**config.mk**
```make
export PLATFORM = sky130hd
export DESIGN_NAME = cal_time_event_det
export DESIGN_NICKNAME = d
export VERILOG_FILES = /design/src/rtl/cte_pkg.sv /design/src/rtl/cte_valid_chk.sv /design/src/rtl/cte_boundary.sv /design/src/rtl/cte_sticky.sv /design/src/rtl/cal_time_event_det.sv
export SDC_FILE = /design/constraint.sdc
export NUM_CORES = 1
export LEC_CHECK = 0
export ABC_AREA = 1
export BUFFER_PORTS_ARGS = -buffer_cell sky130_fd_sc_hd__buf_2
export CORE_MARGIN = 3
export CORE_UTILIZATION = 36
export CTS_CLUSTER_SIZE = 10
export DETAILED_ROUTE_END_ITERATION = 12
export GPL_ROUTABILITY_DRIVEN = 1
export PLACE_DENSITY = 0.78
export SYNTH_ARGS = -nofsm -noshare
export SYNTH_HDL_FRONTEND = slang
export SYNTH_SLANG_ARGS = --single-unit
export TNS_END_PERCENT = 100
```
**constraint.sdc**
```tcl
create_clock -name clk -period 1 [get_ports clk]
set_input_delay 0.2 -clock clk [delete_from_list [all_inputs] [get_ports clk]]
set_output_delay 0.2 -clock clk [all_outputs]
set_load 0.005 [all_outputs]
```
**src/rtl/cte_pkg.sv**
```systemverilog
package cte_pkg;
  localparam int SEC_W  = 7;
  localparam int MIN_W  = 7;
  localparam int HOUR_W = 6;
  localparam int MDAY_W = 6;
  localparam int MON_W  = 5;
  localparam int WDAY_W = 3;
  localparam int SEL_W  = 2;
  localparam int BCD2_W = 8;

  localparam int FLG_SEC = 0;
  localparam int FLG_TIM = 1;
  localparam int FLG_CAL = 2;
  localparam int FLG_ERR = 3;
  localparam int NUM_FLG = 4;

  typedef enum logic [SEL_W-1:0] {
    TB_MINUTE   = 2'd0,
    TB_HOUR     = 2'd1,
    TB_MIDNIGHT = 2'd2,
    TB_NOON     = 2'd3
  } tbound_e;

  typedef enum logic [SEL_W-1:0] {
    CB_WEEK  = 2'd0,
    CB_MONTH = 2'd1,
    CB_YEAR  = 2'd2,
    CB_NONE  = 2'd3
  } cbound_e;

  // Both nibbles of a two-digit BCD value are decimal digits.
  function automatic logic digits_ok(input logic [BCD2_W-1:0] v);
    return (v[3:0] <= 4'd9) && (v[7:4] <= 4'd9);
  endfunction

  // Two-digit BCD value within [lo, hi] (limits written as BCD).
  function automatic logic bcd_in_range(input logic [BCD2_W-1:0] v,
                                        input logic [BCD2_W-1:0] lo,
                                        input logic [BCD2_W-1:0] hi);
    return digits_ok(v) && (v >= lo) && (v <= hi);
  endfunction
endpackage

```
**src/rtl/cte_valid_chk.sv**
```systemverilog
module cte_valid_chk
  import cte_pkg::*;
#(
  parameter logic [BCD2_W-1:0] MAX_SEC   = 8'h59,
  parameter logic [BCD2_W-1:0] MAX_H24   = 8'h23,
  parameter logic [BCD2_W-1:0] MAX_H12   = 8'h12,
  parameter logic [BCD2_W-1:0] MAX_MDAY  = 8'h31,
  parameter logic [BCD2_W-1:0] MAX_MONTH = 8'h12
) (
  input  logic [SEC_W-1:0]  sec_i,
  input  logic [MIN_W-1:0]  min_i,
  input  logic [HOUR_W-1:0] hour_i,
  input  logic [MDAY_W-1:0] mday_i,
  input  logic [MON_W-1:0]  month_i,
  input  logic              h12_i,
  output logic              bad_o
);
  localparam int SEC_PAD  = BCD2_W - SEC_W;
  localparam int MIN_PAD  = BCD2_W - MIN_W;
  localparam int HOUR_PAD = BCD2_W - HOUR_W;
  localparam int MDAY_PAD = BCD2_W - MDAY_W;
  localparam int MON_PAD  = BCD2_W - MON_W;

  logic [BCD2_W-1:0] sec_x, min_x, hour_x, mday_x, mon_x;
  logic sec_ok, min_ok, hour_ok, mday_ok, mon_ok;

  assign sec_x  = {{SEC_PAD{1'b0}},  sec_i};
  assign min_x  = {{MIN_PAD{1'b0}},  min_i};
  assign hour_x = {{HOUR_PAD{1'b0}}, hour_i};
  assign mday_x = {{MDAY_PAD{1'b0}}, mday_i};
  assign mon_x  = {{MON_PAD{1'b0}},  month_i};

  always_comb begin
    sec_ok  = bcd_in_range(sec_x, 8'h00, MAX_SEC);
    min_ok  = bcd_in_range(min_x, 8'h00, MAX_SEC);
    hour_ok = h12_i ? bcd_in_range(hour_x, 8'h01, MAX_H12)
                    : bcd_in_range(hour_x, 8'h00, MAX_H24);
    mday_ok = bcd_in_range(mday_x, 8'h01, MAX_MDAY);
    mon_ok  = bcd_in_range(mon_x, 8'h01, MAX_MONTH);
    bad_o   = !(sec_ok && min_ok && hour_ok && mday_ok && mon_ok);
  end
endmodule

```
**src/rtl/cte_boundary.sv**
```systemverilog
module cte_boundary
  import cte_pkg::*;
#(
  parameter logic [WDAY_W-1:0] WEEK_START = 3'd1,
  parameter logic [HOUR_W-1:0] NOON_HOUR  = 6'h12
) (
  input  logic              tick_i,
  input  logic [SEC_W-1:0]  sec_i,
  input  logic [MIN_W-1:0]  min_i,
  input  logic [HOUR_W-1:0] hour_i,
  input  logic              pm_i,
  input  logic [WDAY_W-1:0] wday_i,
  input  logic [MDAY_W-1:0] mday_i,
  input  logic [MON_W-1:0]  month_i,
  input  logic              h12_i,
  input  logic [SEL_W-1:0]  tsel_i,
  input  logic [SEL_W-1:0]  csel_i,
  output logic              tim_hit_o,
  output logic              cal_hit_o
);
  localparam logic [MDAY_W-1:0] FIRST_DAY   = MDAY_W'(1);
  localparam logic [MON_W-1:0]  FIRST_MONTH = MON_W'(1);

  logic top_of_min, top_of_hour, at_midnight, at_noon;
  logic tim_match, cal_match;
  tbound_e tsel;
  cbound_e csel;

  assign tsel = tbound_e'(tsel_i);
  assign csel = cbound_e'(csel_i);

  always_comb begin
    top_of_min  = (sec_i == '0);
    top_of_hour = top_of_min && (min_i == '0);
    // In 12-hour mode both midnight and noon show hour 12; the half decides.
    if (h12_i) begin
      at_midnight = top_of_hour && (hour_i == NOON_HOUR) && !pm_i;
      at_noon     = top_of_hour && (hour_i == NOON_HOUR) &&  pm_i;
    end else begin
      at_midnight = top_of_hour && (hour_i == '0);
      at_noon     = top_of_hour && (hour_i == NOON_HOUR);
    end
  end

  always_comb begin
    unique case (tsel)
      TB_MINUTE:   tim_match = top_of_min;
      TB_HOUR:     tim_match = top_of_hour;
      TB_MIDNIGHT: tim_match = at_midnight;
      TB_NOON:     tim_match = at_noon;
      default:     tim_match = 1'b0;
    endcase
  end

  always_comb begin
    unique case (csel)
      CB_WEEK:  cal_match = at_midnight && (wday_i == WEEK_START);
      CB_MONTH: cal_match = at_midnight && (mday_i == FIRST_DAY);
      CB_YEAR:  cal_match = at_midnight && (mday_i == FIRST_DAY)
                            && (month_i == FIRST_MONTH);
      CB_NONE:  cal_match = 1'b0;
      default:  cal_match = 1'b0;
    endcase
  end

  assign tim_hit_o = tick_i && tim_match;
  assign cal_hit_o = tick_i && cal_match;
endmodule

```
**src/rtl/cte_sticky.sv**
```systemverilog
module cte_sticky #(
  parameter int N = 4
) (
  input  logic         clk,
  input  logic         rst_n,
  input  logic [N-1:0] set_i,
  input  logic [N-1:0] clr_i,
  output logic [N-1:0] flag_o
);
  for (genvar g = 0; g < N; g++) begin : g_flag
    // Set wins over clear in the same cycle.
    always_ff @(posedge clk or negedge rst_n) begin
      if (!rst_n) flag_o[g] <= 1'b0;
      else        flag_o[g] <= set_i[g] | (flag_o[g] & ~clr_i[g]);
    end
  end
endmodule

```
**src/rtl/cal_time_event_det.sv**
```systemverilog
module cal_time_event_det
  import cte_pkg::*;
(
  input  logic              clk,
  input  logic              rst_n,
  input  logic              tick_i,
  input  logic [SEC_W-1:0]  sec_i,
  input  logic [MIN_W-1:0]  min_i,
  input  logic [HOUR_W-1:0] hour_i,
  input  logic              pm_i,
  input  logic [WDAY_W-1:0] wday_i,
  input  logic [MDAY_W-1:0] mday_i,
  input  logic [MON_W-1:0]  month_i,
  input  logic              h12_i,
  input  logic [SEL_W-1:0]  tsel_i,
  input  logic [SEL_W-1:0]  csel_i,
  input  logic              clr_sec_i,
  input  logic              clr_tim_i,
  input  logic              clr_cal_i,
  input  logic              clr_err_i,
  output logic              sec_flag_o,
  output logic              tim_flag_o,
  output logic              cal_flag_o,
  output logic              err_flag_o
);
  logic tim_hit, cal_hit, bad_val;
  logic [NUM_FLG-1:0] set_v, clr_v, flg_v;

  cte_boundary u_bound (
    .tick_i   (tick_i),
    .sec_i    (sec_i),
    .min_i    (min_i),
    .hour_i   (hour_i),
    .pm_i     (pm_i),
    .wday_i   (wday_i),
    .mday_i   (mday_i),
    .month_i  (month_i),
    .h12_i    (h12_i),
    .tsel_i   (tsel_i),
    .csel_i   (csel_i),
    .tim_hit_o(tim_hit),
    .cal_hit_o(cal_hit)
  );

  cte_valid_chk u_valid (
    .sec_i  (sec_i),
    .min_i  (min_i),
    .hour_i (hour_i),
    .mday_i (mday_i),
    .month_i(month_i),
    .h12_i  (h12_i),
    .bad_o  (bad_val)
  );

  always_comb begin
    set_v = '0;
    clr_v = '0;
    set_v[FLG_SEC] = tick_i;
    set_v[FLG_TIM] = tim_hit;
    set_v[FLG_CAL] = cal_hit;
    set_v[FLG_ERR] = bad_val;
    clr_v[FLG_SEC] = clr_sec_i;
    clr_v[FLG_TIM] = clr_tim_i;
    clr_v[FLG_CAL] = clr_cal_i;
    clr_v[FLG_ERR] = clr_err_i;
  end

  cte_sticky #(.N(NUM_FLG)) u_flags (
    .clk   (clk),
    .rst_n (rst_n),
    .set_i (set_v),
    .clr_i (clr_v),
    .flag_o(flg_v)
  );

  assign sec_flag_o = flg_v[FLG_SEC];
  assign tim_flag_o = flg_v[FLG_TIM];
  assign cal_flag_o = flg_v[FLG_CAL];
  assign err_flag_o = flg_v[FLG_ERR];
endmodule

```
* Word-level counts from Yosys, hierarchy flattened *
Cells that the tools add are included.

storage, ports and cells
  input port bits = 47
  register bits after elaboration = 4
  logic and storage cells = 91
  output and inout bits = 4

operators by class
  bitwise gates (word level) = 12
  reduce and logical (&&, ||, !) cells = 38
  eq/ne operators = 10
  $lt $le $gt $ge = 22
  mux-type cells = 5

operators by type and width
  operator            number
  $logic_and 1x1->1   31
  $le 4x4->1 const B  5
  $ge 6x1->1 const B  3
  $ge 7x1->1 const B  2
  $le 7x7->1 const B  2
  $logic_not 7->1     2
  $le 6x6->1 const B  2
  $eq 2x2->1 const B  4
  $le 2x4->1 const B  2
  $le 3x4->1 const B  2
  $pmux 1 s4          2
  $eq 6x1->1 const B  1
  $eq 6x5->1 const B  1
  $le 6x5->1 const B  1
  $logic_not 6->1     1
  $eq 5x1->1 const B  1
  $ge 5x1->1 const B  1
  $le 5x5->1 const B  1
  $and 1x1->1         4
  $eq 2x1->1 const B  2
  $le 1x4->1 const B  1
  $logic_not 2->1     2
  $not 1->1           4
  $or 1x1->1          4
  3 further kinds     6

* Depth between registers and ports, before layout *
  depth after elaboration = 10
  gate-level depth with buffers = 9
  mapped depth without buffers = 9

* Modules after synthesis *
A second synthesis with hierarchy kept.

second synthesis, totals
  cells, all modules = 129
  area total of the unflattened synthesis = 623.1 um2

modules (own cells, without submodules)
  module         times used  cells an instance  seq. area each (um2)  area each (um2)
  cte_boundary   1           60                 0.0                   254.0
  cte_valid_chk  1           49                 0.0                   209.0
  cte_sticky     1           20                 100.1                 160.2

* Worst setup path after synthesis *
OpenSTA, ideal clock, no wires.

  kind = input to register
  from = input month_i[2]
  to = register u_flags.flag_o[3]
  required time = 0.875 ns
  library setup time = 0.125 ns
  data arrival time = 0.811 ns
  slack = 0.064 ns
  buffers on the path = 0
  cell stages on the path = 5
  cell sequence = or2_1 o21ai_0 nand3_1 nor2_1 nand3_1

between the ends
  word-level cells in the longest chain between the ends = 7
  elaborated cells on any way between the ends = 9
  those cells by class = order compare (3); bitwise (1); reduce/logical (5)

RTL lines
  element                         RTL line                  RTL
  start: declaration              cal_time_event_det.sv:13  input logic [MON_W-1:0] month_i,
  $le 4x4->1                      cte_pkg.sv:33             return (v[3:0] <= 4'd9) && (v[7:4] <= 4'd9);
  $logic_and 1x1->1               cte_pkg.sv:33
  $logic_and 1x1->1               cte_pkg.sv:40             return digits_ok(v) && (v >= lo) && (v <= hi);
  $logic_and 1x1->1 (*)           cte_pkg.sv:40
  $logic_and 1x1->1 (*)           cte_valid_chk.sv:40       bad_o = !(sec_ok && min_ok && hour_ok && mday_ok && mon_ok);
  $logic_not 1->1 (*)             cte_valid_chk.sv:40
  $or 1x1->1 (*)                  cte_sticky.sv:14          else flag_o[g] <= set_i[g] | (flag_o[g] & ~clr_i[g]);
  end signal: indexed assignment  cte_sticky.sv:14
  end: declaration                cte_sticky.sv:8           output logic [N-1:0] flag_o

Every way passes the cells marked *; elsewhere a longest branch is shown, timed or not.

* Worst setup path after layout *
  from = register u_flags.flag_o[3]
  to = register u_flags.flag_o[3]

between the ends
  word-level cells in the longest chain between the ends = 2

RTL lines
  element      RTL line
  $and 1x1->1  cte_sticky.sv:14
  $or 1x1->1   cte_sticky.sv:14

No other way between the ends.

==> metrics.cfg <==
[outcome]
outcome = complete, no violations

[route]
wire_per_inst_um = 9.45
postRouteAntennaNets = 0
first_iter_violations = 32
dr.pass1.iters = 4
num_vias = 845
viasPerCell = 4.62
drt-total-wl_mm = 1.73
drc = 0

[setup_path]
worstPathRequired_ns = 1.11
cp-end-kind = flop
critPathLaunchType = flop
cp_max_fo = 2
crit_arrival_ns = 1.09
crit_type = flop to flop

[floorplanning]
top_level_ports = 51
die_y_um = 45.5
floorplan.die_area_sq_um = 2070
chipWidth_um = 45.5
core-area_sq_um = 1380
initial_core_util = 0.405
rows = 13

[cts]
cts_htree_levels = 1
clk_pin_slew_ns = 0.04
numClockSinks = 4
cts-root-buf = clkbuf_4
clock_latency_ns = 0.23
cts_buffers = 3
cts_tree = done
clockBufferDepth = 2

[power]
cellPowerDensity_nw_per_um2 = 671
combPwrFrac = 0.392
internal_power_uw = 429
p_leak_uw = 0.000564
power_frac_clock = 0.326
netSwitchingFraction = 0.298
irDropWorstVdd_mv = 0.423
power_frac_seq = 0.282
p_sw_uw = 182

[yosys]
synth_adder_area_share = 0
synth_top_family_by_area = simple AND/OR/NAND/NOR gates
synth_compound_area_frac = 0.150
syn_area_sq_um = 561
synthDistinctLibCells = 17
yosys_warnings = 0
synth.yosys.seq_area_share = 0.179
synth_xor_xnor_area_share = 0
yosys_register_bits = 4
avgSynthCellArea_sq_um = 5.14
muxShareOfSynthArea = 0
synth-simple-area-share = 0.511
syn_nets = 156
netlist_instances = 109

[cells_and_area]
antenna_cells = 0
syn_to_final_growth_pct = 62.3
regArea_sq_um = 100
multi_input_area_sq_um = 380
regMostFlops = u_flags.flag_o
fin_nets = 217
largest_register_ffs = 4
layout_commonest_cell = buf_2
layout-drive-gt1-share = 0.387
fin_area_sq_um = 910
layout_common_cells = buf_2 (50), nand2_1 (31), inv_1 (24)
n_fill_cell = 138
reg_top3 = u_flags.flag_o (4)

[timing]
max_freq_mhz = 1020
timing.final.ws_setup_ns = 0.0243
setup_violations = 0
slew_headroom = 0.817
fin_skew_ns = 0
rsz0062_at_grt = yes
tightestPinTransition_ns = 0.271
drv_slew = 0
period_minus_slack_ns = 0.976
post-route-period-util = 0.976
finalHoldViolations = 0

[grt]
grt_start_max_net_pins = 5
grt_pass1_vias = 780
gr-total-overflow = 0
grt.total_usage = 0.173
antenna_found_initial = 0
grt_pass1_wl_mm = 2.69

[place]
place_hpwl_mm = 1.52
io_buffers = 50
place.gp.congestion = 0.762
dp_slack_ns = -0.126
placed_cell_area_sq_um = 867

[flow_run]
maxCapViolations = 0

[min_path]
worstHoldPathType = input pin to flop

## layer usage
| metal | GRT usage | vias to the layer above | share of wire | routed length (um) |
|---|---|---|---|---|
| met5 | 0 | - | 0 | 0 |
| met4 | 0.0526 | 0 | 0 | 0 |
| met3 | 0.0237 | 0 | 0.11 | 185 |
| met2 | 0.354 | 42 | 0.52 | 895 |
| met1 | 0.172 | 348 | 0.38 | 649 |
| li1 | - | 455 | - | - |
## cells in the mapped netlist
| cell | instances | share of area |
|---|---|---|
| inv_1 | 24 | 0.16 |
| nor3_1 | 1 | 0.0089 |
| nand3_1 | 8 | 0.071 |
| o21ai_0 | 8 | 0.071 |
| or2_0 | 1 | 0.011 |
| o21ai_2 | 1 | 0.016 |
| dfrtp_1 | 4 | 0.18 |
| nand4_1 | 1 | 0.011 |
| o2111a_1 | 1 | 0.020 |
| a21oi_2 | 1 | 0.016 |
| nor2_2 | 2 | 0.022 |
| a21oi_1 | 3 | 0.027 |
| nand2_1 | 31 | 0.21 |
| or2_1 | 1 | 0.011 |
| nor2_1 | 19 | 0.13 |
| nand3b_1 | 2 | 0.027 |
| nor3b_1 | 1 | 0.013 |
## power groups by stage
stage / Sequential (uW) / Clock, uW / Combinational [uW]
6_report: 172 / 199 / 240
5_1_grt: 173 / 203 / 272
4_1_cts: 172 / 199 / 237
3_5_place_dp: 174 / 0 / 232
3_3_place_gp: 174 / 0 / 223
2_1_floorplan: 176 / 0 / 90.1
## worst max-delay path, stage by stage, from the launching register on
cell and delay (ns):
dfrtp_1 0.37, inv_1 0.07, o21ai_2 0.05, a21oi_2 0.12
nand3_1 0.08, nor2_1 0.09, nand3_1 0.07
## through the flow
stage	hold WS [ns]	utilization	total power, uW	cells	setup TNS, ns
5_1_grt	0.156	0.658	648	183	-0.0822
6_report	0.156	0.658	611	183	0
4_1_cts	0.160	0.651	608	183	-0.0170
3_5_place_dp	0.00686	0.627	406	179	-0.314
2_1_floorplan	-0.0956	-	266	109	0
3_3_place_gp	0.00819	0.627	397	179	-0.197
## timing repair
action	CTS	global route
resized for setup	1	3
setup buffers	0	0
hold buffers	1	0
endpoints found under the hold margin	4	0
endpoints found under the setup margin	1	2
## path summary, 6_finish.rpt
kind                       slack, ns  cells after the start                         from                     endpoint
min in group asynchronous       0.33                      2                        rst_n  u_flags.flag_o[0]$_DFF_PN0_
max reg2reg                     0.02                      6  u_flags.flag_o[3]$_DFF_PN0_  u_flags.flag_o[3]$_DFF_PN0_
max in group asynchronous       0.56                      2                        rst_n  u_flags.flag_o[3]$_DFF_PN0_
max                             0.02                      6  u_flags.flag_o[3]$_DFF_PN0_  u_flags.flag_o[3]$_DFF_PN0_
min                             0.16                      2                    clr_sec_i  u_flags.flag_o[0]$_DFF_PN0_
min reg2reg                     0.48                      2  u_flags.flag_o[1]$_DFF_PN0_  u_flags.flag_o[1]$_DFF_PN0_
## cell type report
cell class,count,share of cell area
multi-input cells,81,0.418
repair buffers,56,0.327
flip-flops and latches,4,0.110
inverters,24,0.0990
clock buffers,3,0.0248
well taps,15,0.0206
## cell families (layout without fill, tap and decap cells)
group | count (synthesis) | in the layout
compound gates | 14 | 14
buf+inv | 24 | 83
flops | 4 | 4
simple gates | 67 | 67
(Power assumes the default switching activity.)
